### src/rtl/spi_cr_pkg.sv
package spi_cr_pkg;

    typedef enum logic [2:0] {
        ST_IDLE,
        ST_CTRL,
        ST_WDATA,
        ST_RDATA,
        ST_SKIP
    } cr_state_e;

    localparam logic [7:0] OP_WRITE     = 8'h48;
    localparam logic [7:0] OP_STAT_MAIN = 8'h80;
    localparam logic [7:0] OP_RESP_MAIN = 8'hC0;
    localparam logic [7:0] OP_STAT_ALT  = 8'hA0;
    localparam logic [7:0] OP_RESP_ALT  = 8'hE0;

    typedef struct packed {
        logic legal;
        logic is_write;
        logic use_alt;
        logic full_resp;
    } ctrl_dec_t;

    function automatic ctrl_dec_t decode_ctrl(input logic [7:0] code);
        ctrl_dec_t d;
        d = '0;
        unique case (code)
            OP_WRITE:     d = '{legal: 1'b1, is_write: 1'b1, use_alt: 1'b0, full_resp: 1'b0};
            OP_STAT_MAIN: d = '{legal: 1'b1, is_write: 1'b0, use_alt: 1'b0, full_resp: 1'b0};
            OP_RESP_MAIN: d = '{legal: 1'b1, is_write: 1'b0, use_alt: 1'b0, full_resp: 1'b1};
            OP_STAT_ALT:  d = '{legal: 1'b1, is_write: 1'b0, use_alt: 1'b1, full_resp: 1'b0};
            OP_RESP_ALT:  d = '{legal: 1'b1, is_write: 1'b0, use_alt: 1'b1, full_resp: 1'b1};
            default:      d = '0;
        endcase
        return d;
    endfunction

endpackage

### src/rtl/spi_cr_edge.sv
module spi_cr_edge (
    input  logic clk,
    input  logic rst_n,
    input  logic sclk_in,
    output logic rise,
    output logic fall
);
    logic sclk_q;

    always_ff @(posedge clk or negedge rst_n) begin
        if (!rst_n) sclk_q <= 1'b0;
        else        sclk_q <= sclk_in;
    end

    assign rise = sclk_in & ~sclk_q;
    assign fall = ~sclk_in & sclk_q;
endmodule

### src/rtl/spi_cr_shreg.sv
module spi_cr_shreg #(
    parameter int W = 8
) (
    input  logic         clk,
    input  logic         rst_n,
    input  logic         clr,
    input  logic         shift,
    input  logic         din,
    output logic [W-1:0] q
);
    always_ff @(posedge clk or negedge rst_n) begin
        if (!rst_n)     q <= '0;
        else if (clr)   q <= '0;
        else if (shift) q <= {q[W-2:0], din};
    end
endmodule

### src/rtl/spi_cr_txbit.sv
module spi_cr_txbit #(
    parameter int NBITS = 128,
    parameter int CW    = $clog2(NBITS + 1)
) (
    input  logic             clk,
    input  logic             rst_n,
    input  logic             clr,
    input  logic             adv,
    input  logic [CW-1:0]    limit,
    input  logic [NBITS-1:0] stream,
    output logic             bit_o
);
    logic [CW-1:0]    idx;
    logic [NBITS-1:0] shifted;

    assign shifted = stream << idx;

    always_ff @(posedge clk or negedge rst_n) begin
        if (!rst_n) begin
            idx   <= '0;
            bit_o <= 1'b0;
        end else if (clr) begin
            idx   <= '0;
            bit_o <= 1'b0;
        end else if (adv) begin
            if (idx < limit) begin
                bit_o <= shifted[NBITS-1];
                idx   <= idx + 1'b1;
            end else begin
                bit_o <= 1'b0;
            end
        end
    end
endmodule

### src/rtl/spi_cr_slave.sv
module spi_cr_slave
    import spi_cr_pkg::*;
#(
    parameter int CMD_BYTES = 8,
    parameter int RSP_BYTES = 16,
    parameter int STAT_BYTES = 1
) (
    input  logic                   clk,
    input  logic                   rst_n,
    input  logic                   sen_n,
    input  logic                   sclk,
    input  logic                   sdio_in,
    output logic                   sdio_out,
    output logic                   sdio_oe,
    output logic                   alt_out,
    output logic                   alt_oe,
    input  logic [RSP_BYTES*8-1:0] rsp_buf,
    output logic [CMD_BYTES*8-1:0] cmd_buf,
    output logic                   cmd_strobe
);
    localparam int CMD_BITS  = CMD_BYTES * 8;
    localparam int RSP_BITS  = RSP_BYTES * 8;
    localparam int STAT_BITS = STAT_BYTES * 8;
    localparam int CW        = $clog2(RSP_BITS + 1);
    localparam int WCW       = $clog2(CMD_BITS + 2);

    cr_state_e state, state_n;

    logic             sclk_rise, sclk_fall;
    logic [3:0]       ctrl_cnt;
    logic [WCW-1:0]   wr_cnt;
    logic             use_alt_q, full_q;
    logic [7:0]       ctrl_sh;
    logic [CMD_BITS-1:0] cmd_sh;
    logic             tx_bit;
    logic             commit;
    logic             rise_act;
    logic             ctrl_done;
    ctrl_dec_t        dec;
    logic [CW-1:0]    tx_limit;

    spi_cr_edge u_edge (
        .clk     (clk),
        .rst_n   (rst_n),
        .sclk_in (sclk),
        .rise    (sclk_rise),
        .fall    (sclk_fall)
    );

    assign rise_act  = sclk_rise & ~sen_n;
    assign ctrl_done = (state == ST_CTRL) && rise_act && (ctrl_cnt == 4'd7);
    assign dec       = decode_ctrl({ctrl_sh[6:0], sdio_in});
    assign commit    = (state == ST_WDATA) && sen_n && (wr_cnt == WCW'(CMD_BITS));
    assign tx_limit  = full_q ? CW'(RSP_BITS) : CW'(STAT_BITS);

    spi_cr_shreg #(.W(8)) u_ctrl_sh (
        .clk   (clk),
        .rst_n (rst_n),
        .clr   (state == ST_IDLE),
        .shift ((state == ST_CTRL) && rise_act),
        .din   (sdio_in),
        .q     (ctrl_sh)
    );

    spi_cr_shreg #(.W(CMD_BITS)) u_cmd_sh (
        .clk   (clk),
        .rst_n (rst_n),
        .clr   (state == ST_IDLE),
        .shift ((state == ST_WDATA) && rise_act),
        .din   (sdio_in),
        .q     (cmd_sh)
    );

    spi_cr_txbit #(.NBITS(RSP_BITS), .CW(CW)) u_tx (
        .clk    (clk),
        .rst_n  (rst_n),
        .clr    (state != ST_RDATA),
        .adv    ((state == ST_RDATA) && sclk_fall && !sen_n),
        .limit  (tx_limit),
        .stream (rsp_buf),
        .bit_o  (tx_bit)
    );

    // state register
    always_ff @(posedge clk or negedge rst_n) begin
        if (!rst_n) state <= ST_IDLE;
        else        state <= state_n;
    end

    // next state
    always_comb begin
        state_n = state;
        unique case (state)
            ST_IDLE:  if (!sen_n) state_n = ST_CTRL;
            ST_CTRL: begin
                if (sen_n)          state_n = ST_IDLE;
                else if (ctrl_done) state_n = !dec.legal ? ST_SKIP :
                                              (dec.is_write ? ST_WDATA : ST_RDATA);
            end
            ST_WDATA: if (sen_n) state_n = ST_IDLE;
            ST_RDATA: if (sen_n) state_n = ST_IDLE;
            ST_SKIP:  if (sen_n) state_n = ST_IDLE;
            default:  state_n = ST_IDLE;
        endcase
    end

    // counters, mode latches and commit
    always_ff @(posedge clk or negedge rst_n) begin
        if (!rst_n) begin
            ctrl_cnt   <= '0;
            wr_cnt     <= '0;
            use_alt_q  <= 1'b0;
            full_q     <= 1'b0;
            cmd_buf    <= '0;
            cmd_strobe <= 1'b0;
        end else begin
            cmd_strobe <= commit;
            if (commit) cmd_buf <= cmd_sh;
            if (state == ST_IDLE) begin
                ctrl_cnt <= '0;
                wr_cnt   <= '0;
            end else begin
                if ((state == ST_CTRL) && rise_act) ctrl_cnt <= ctrl_cnt + 4'd1;
                if ((state == ST_WDATA) && rise_act && (wr_cnt <= WCW'(CMD_BITS)))
                    wr_cnt <= wr_cnt + 1'b1;
            end
            if (ctrl_done) begin
                use_alt_q <= dec.use_alt;
                full_q    <= dec.full_resp;
            end
        end
    end

    // outputs
    always_comb begin
        sdio_oe  = (state == ST_RDATA) && !use_alt_q;
        alt_oe   = (state == ST_RDATA) &&  use_alt_q;
        sdio_out = sdio_oe & tx_bit;
        alt_out  = alt_oe  & tx_bit;
    end

    AST_OE_EXCL: assert property (@(posedge clk) disable iff (!rst_n)
        !(sdio_oe && alt_oe));

    AST_OE_AFTER_END: assert property (@(posedge clk) disable iff (!rst_n)
        $past(sen_n) |-> !(sdio_oe || alt_oe));

    AST_STROBE_PULSE: assert property (@(posedge clk) disable iff (!rst_n)
        cmd_strobe |=> !cmd_strobe);

    AST_STROBE_AT_END: assert property (@(posedge clk) disable iff (!rst_n)
        cmd_strobe |-> $past(sen_n));

    AST_TX_HOLD: assert property (@(posedge clk) disable iff (!rst_n)
        ($past(sdio_oe) && sdio_oe && !$past(sclk_fall)) |-> $stable(sdio_out));

endmodule

### config.mk
export PLATFORM = sky130hd
export DESIGN_NAME = spi_cr_slave
export DESIGN_NICKNAME = d
export VERILOG_FILES = /design/src/rtl/spi_cr_pkg.sv /design/src/rtl/spi_cr_edge.sv /design/src/rtl/spi_cr_shreg.sv /design/src/rtl/spi_cr_txbit.sv /design/src/rtl/spi_cr_slave.sv
export SDC_FILE = /design/constraint.sdc
export NUM_CORES = 1
export LEC_CHECK = 0
export BUFFER_PORTS_ARGS = -buffer_cell sky130_fd_sc_hd__buf_4
export CORE_MARGIN = 1.5
export CORE_UTILIZATION = 45
export CTS_CLUSTER_SIZE = 40
export DETAILED_ROUTE_END_ITERATION = 16
export PLACE_DENSITY = 0.73
export SKIP_LAST_GASP = 1
export SLEW_MARGIN = 10
export SYNTH_ARGS = -nofsm -noshare
export SYNTH_HDL_FRONTEND = slang
export SYNTH_SLANG_ARGS = --single-unit
### constraint.sdc
create_clock -name clk -period 2.3 [get_ports clk]
set_input_delay 0.575 -clock clk [delete_from_list [all_inputs] [get_ports clk]]
set_output_delay 0.575 -clock clk [all_outputs]
set_load 0.05 [all_outputs]
==> results of run 1 <==
per-stage QoR:
stage / utilization [%] / total power [mW] / worst slack [ns] / hold slack, ns / instance area (µm²)
finish: 61.3 / 5.93 / 0.0979 / 0.0769 / 10300
global route: 61.3 / 6.14 / -0.00824 / 0.102 / 10300
CTS: 61.0 / 5.99 / 0.0457 / 0.0970 / 10200
detailed placement: 57.5 / 3.26 / -0.0703 / 0.463 / 9640
global placement: 57.5 / 3.26 / 0.0363 / 0.456 / 9640
floorplan: - / 2.99 / 0.117 / 0.279 / 7800
final cells by class:
| cell class | count | area share, % |
|---|---|---|
| multi-input combinational | 612 | 33.6 |
| clock buffer | 21 | 4.48 |
| tap | 220 | 2.68 |
| inverter | 10 | 0.365 |
| timing repair buffer | 238 | 18.3 |
| clock inverter | 10 | 1.06 |
| sequential | 162 | 39.5 |
how the worst max path moves through the flow:
stage	startpoint	end	depth (start not counted)
after detailed placement	u_tx.idx[0]	u_tx.bit_o	7
after floorplan	state[2]	sdio_out	4
after CTS	state[2]	sdio_out	5
after global routing	u_tx.idx[2]	u_tx.bit_o	6
after global placement	u_tx.idx[0]	u_tx.bit_o	7
final	u_tx.idx[0]	u_tx.bit_o	8
power by group through the flow:
stage	logic [mW]	registers (mW)	clock network [mW]
final	0.349	2.86	2.73
after floorplan	0.0843	2.91	0
after global placement	0.349	2.91	0
after global routing	0.381	2.85	2.91
after detailed placement	0.352	2.91	0
after CTS	0.354	2.85	2.78
flip-flops by register name (all words and copies together) (netlist names):
signal and count:
u_ctrl_sh.q 7, u_cmd_sh.q 64, full_q 1, u_tx.idx 8
cmd_buf 64, cmd_strobe 1, u_edge.sclk_q 1, u_tx.bit_o 1
use_alt_q 1, wr_cnt 7, ctrl_cnt 4, state 3
cells in the mapped netlist, types with 2 or more instances:
cell	number
a311oi_1	2
buf_1	6
xor2_1	7
mux4_1	10
buf_12	3
nor2b_1	2
nor4_1	2
mux4_2	6
mux2i_1	43
inv_1	10
buf_6	3
nand3b_1	2
buf_2	13
and3b_1	2
o21ai_0	3
a22oi_1	12
nand2_1	343
a211oi_1	4
and2_1	2
and3_1	3
nand4_1	2
nand3_1	4
a21oi_1	76
or3_1	3
dfrtp_1	162
nand2b_1	2
nor2_1	36
clkbuf_1	29
ha_1	5
a2111oi_2	2
nor3_1	5
xnor2_1	8
cells by family after synthesis:
family | Yosys count | share of synthesized area (%)
adder cells (fa/ha/maj) | 5 | 0.802
AO/OA/AOI/OAI | 115 | 9.12
AND/OR/NAND/NOR | 418 | 21.6
buffers and inverters | 64 | 4.20
flip-flops | 162 | 51.9
XOR/XNOR | 15 | 1.68
multiplexers | 59 | 10.6
timing repair:
item | CTS | global route
hold buffers | 0 | 0
gates resized for setup | 4 | 3
setup buffers | 1 | 5
endpoints found under the setup margin | 4 | 2
critical path, stage by stage, from the launching register on:
cell and delay, ns:
dfrtp_4 0.51, buf_4 0.16, buf_4 0.16, mux2i_1 0.12
a22oi_1 0.24, a211oi_1 0.10, or3_1 0.36, a31o_1 0.19
a311oi_1 0.25
metal layers:
layer | global-route usage [%] | part of all wire, %
met2 | 37.0 | 50
met5 | 0 | 0
met4 | 5.97 | 1.8
met1 | 29.3 | 43
met3 | 4.99 | 4.8
==> out/results.tsv, run 1 <==
metric	value	unit
register area share after synthesis	51.9	%
most frequent cells in the layout	nand2_1 (343), buf_4 (228), dfrtp_1 (161), a21oi_1 (76), mux2i_1 (43)	
NumNets Final	1179	
clock share of power	46.0	%
Most used DFF post-synth	dfrtp_1	
DP HPWL	13.1	mm
Site Rows	47	
status	completed	
effective utilization at floorplan	46.6	%
synth top area cells	dfrtp_1 (52%), nand2_1 (16%), mux2i_1 (5.5%), a21oi_1 (4.9%), mux4_1 (3.4%)	
syn avg cell area	9.31	µm²
setup TNS	0	ns
Antenna diodes	0	
Core Area	0.0168	mm²
fin crit share	95.7	%
Seq pwr share	48.1	%
relative slew slack	54.7	%
# IOs	202	
drt first-iter violations	471	
die height	135	µm
Worst Setup Start Kind	flip-flop	
clock buffer depth	2	
initial antenna violation count	0	
Post-Layout Cell Count	1273	
drt drc	0	
critical path capture point type	flip-flop	
Worst Path Required	2.62	ns
Post-Syn Instances	838	
internal cell power	4.70	mW
Syn. warnings	0	
Reg-to-Reg Start	u_tx.idx[0]	
CTS buffer count	17	
PortBufs	201	
Netlist cell types	58	
Power Dens Cells	577	mW/mm²
WL/cell	15.2	µm
WS Path Type	flip-flop to flip-flop	
syn_nets	976	
Reg2Reg Depth	8	
sequential cell area	0.00406	mm²
Final ANT Viol Nets	0	
Worst R2R End	u_tx.bit_o	
gpl congestion	0.841	
first-pass GRT wire length	32.2	mm
Area Overhead vs Synth	31.7	%
post-synth top area share	51.9	%
number of fill cells	1415	
Multi-input gate area	0.00345	mm²
clock tree from TritonCTS	done	
Detailed Routing Iterations Pass 1	5	
Mapped Area	0.00780	mm²
final setup fails	0	
H-tree levels	4	
Slew @ Worst Pin	0.680	ns
Sw Pwr	1.23	mW
GRT Total Usage	22.1	%
vias in the first global route	6606	
worst min path class	input port to asynchronous set/reset pin	
max-cap viol count	0	
Pleak	4.95	nW
Clock Latency Late Sink	0.42	ns
Reg2Reg Setup Slack	0.1	ns
peak fanout along the critical path	6	
Worst-path clk slew	0.06	ns
Slew Viols, Final	0	
RSZ-0062 raised after global routing	yes	
most common cell after layout, fill and taps aside	nand2_1	
Comb pwr share	5.9	%
Avg Vias per Cell	5.12	
Post-Route WL	19.4	mm
Clock Skew	0.00923	ns
Fin. Hold Viols	0	
Vias	6515	
Data arrival, critical path	2.52	ns
Fmax	0.454	GHz
fraction of layout instances using a drive strength above 1	27.7	%
sw frac	20.8	%
asr flop ratio synth	100	%
Yosys top cell by area	dfrtp_1	
Cells after DPL	1236	
largest net degree at the start of global routing	66	
Root Driver	clkbuf_16	
grt ovf	0	
die footprint	0.0181	mm²
min cycle time layout	2.20	ns
Post-synth EDFFs	0	
FF+latch count, synth	162	
TritonCTS Sinks	162	
Worst VDD drop	0.508	mV
width of the die	135	µm
Power figures use the tool's default switching activity.
==> run 2: changes to the inputs <==
PLACE_DENSITY = 0.72   (was 0.73)
==> run 2 against run 1 <==
Compared with the run above:
- total power grew 1.8%
- first-iteration DRC count is the same
- global-route usage grew 0.12 points
==> out/results.tsv, run 2 (synthesized netlist as in run 1, its figures left out) <==
metric	value	unit
Core Area	0.0168	mm²
Final ANT Viol Nets	0	
min cycle time layout	2.22	ns
relative slew slack	53.7	%
clock tree from TritonCTS	done	
drt first-iter violations	471	
effective utilization at floorplan	46.6	%
Worst-path clk slew	0.06	ns
max-cap viol count	0	
Worst Setup Start Kind	flip-flop	
Detailed Routing Iterations Pass 1	5	
CTS buffer count	17	
Root Driver	clkbuf_16	
Site Rows	47	
Worst VDD drop	0.548	mV
largest net degree at the start of global routing	83	
fin crit share	96.3	%
# IOs	202	
first-pass GRT wire length	32.3	mm
minimum hold slack	0.279	ns
Area Overhead vs Synth	31.3	%
critical path capture point type	flip-flop	
biggest regs	cmd_buf (64), u_cmd_sh.q (64), u_tx.idx (8)	
Vias	6648	
Clock Skew	0.0119	ns
Reg2Reg Setup Slack	0.08	ns
DP HPWL	13.1	mm
gpl congestion	0.792	
Avg Vias per Cell	5.25	
Slew Viols, Final	0	
die height	135	µm
Pleak	4.92	nW
NumNets Final	1172	
Data arrival, critical path	2.50	ns
WL/cell	15.3	µm
TritonCTS Sinks	162	
WS Path Type	flip-flop to flip-flop	
Post-Route WL	19.4	mm
GRT Total Usage	22.3	%
Worst Path Required	2.58	ns
drt drc	0	
H-tree levels	4	
setup TNS	0	ns
initial antenna violation count	0	
Worst R2R End	u_tx.bit_o	
worst setup path start	u_tx.idx[0]	
RSZ-0062 raised after global routing	yes	
grt ovf	0	
Fmax	0.451	GHz
most common cell after layout, fill and taps aside	nand2_1	
die footprint	0.0181	mm²
PortBufs	201	
peak fanout along the critical path	29	
Reg-to-Reg Start	u_tx.idx[0]	
Power Dens Cells	589	mW/mm²
Fin. Hold Viols	0	
Slew @ Worst Pin	0.695	ns
hold depth	1	
power consumption	6.04	mW
most frequent cells in the layout	nand2_1 (343), buf_4 (221), dfrtp_1 (161), a21oi_1 (76), mux2i_1 (43)	
width of the die	135	µm
fraction of layout instances using a drive strength above 1	27.4	%
worst min path class	input port to flip-flop	
Reg2Reg Depth	7	
vias in the first global route	6538	
final setup fails	0	
clock buffer depth	2	
Clock Latency Late Sink	0.43	ns
Antenna diodes	0	
Setup crit end	u_tx.bit_o	
status	completed	
run 2: cell count changes in the layout (fill, tap and decap cells not counted), moves of 2 or more:
cell,change
inv_8,+2
clkinv_2,-2
clkbuf_1,-2
clkinv_4,+2
buf_4,-7
run 2: per-stage QoR:
step / cell area (µm²) / util [%] / setup slack [ns] / cells
floorplan: 7800 / - / 0.117 / 838
global placement: 9620 / 57.4 / 0.142 / 1233
detailed placement: 9620 / 57.4 / 0.0815 / 1233
CTS: 10200 / 61.1 / 0.0411 / 1267
global route: 10300 / 61.2 / -0.0152 / 1267
finish: 10300 / 61.2 / 0.0843 / 1267
run 2: repair_timing:
item	in CTS	in global routing
endpoints found under the setup margin	3	3
gates resized for setup	1	5
buffers inserted	1	0
endpoints found under the hold margin	16	0
hold buffers	1	0
run 2: area by class of cell:
class / count / area [µm²]
flip-flops and latches: 162 / 4060
clock inverters: 14 / 155
repair buffers: 231 / 1830
clock buffers: 18 / 439
multi-input cells: 612 / 3450
well taps: 220 / 275
inverters: 10 / 37.5
fillers: 1425 / 6510
run 2: critical path, cell delays in order, from the launching register on:
cell and delay (ns):
dfrtp_4 0.55, buf_12 0.25, mux2i_1 0.22, a22oi_1 0.08, a211oi_1 0.22, nor4_1 0.11, a2111oi_0 0.53, a311oi_1 0.10
run 2: how the worst min path moves through the flow:
stage,from,to
after floorplan,rst_n,cmd_buf[0]
after global placement,rst_n,cmd_buf[6]
after detailed placement,rst_n,cmd_buf[6]
after CTS,sclk,u_edge.sclk_q
after global routing,sclk,u_edge.sclk_q
final,sclk,u_edge.sclk_q
run 2: power by group:
group / internal (mW) / total [mW] / switching [mW]
sequential: 2.85 / 2.85 / 0.00197
clock: 1.64 / 2.84 / 1.20
combinational: 0.201 / 0.347 / 0.146
run 2: layer usage:
layer | global-route usage (%) | share of wire, % | wire length (µm)
met2 | 37.0 | 49 | 9510
met3 | 5.07 | 5.6 | 1080
met4 | 6.81 | 1.6 | 311
met5 | 0 | 0 | 0
met1 | 29.2 | 44 | 8530
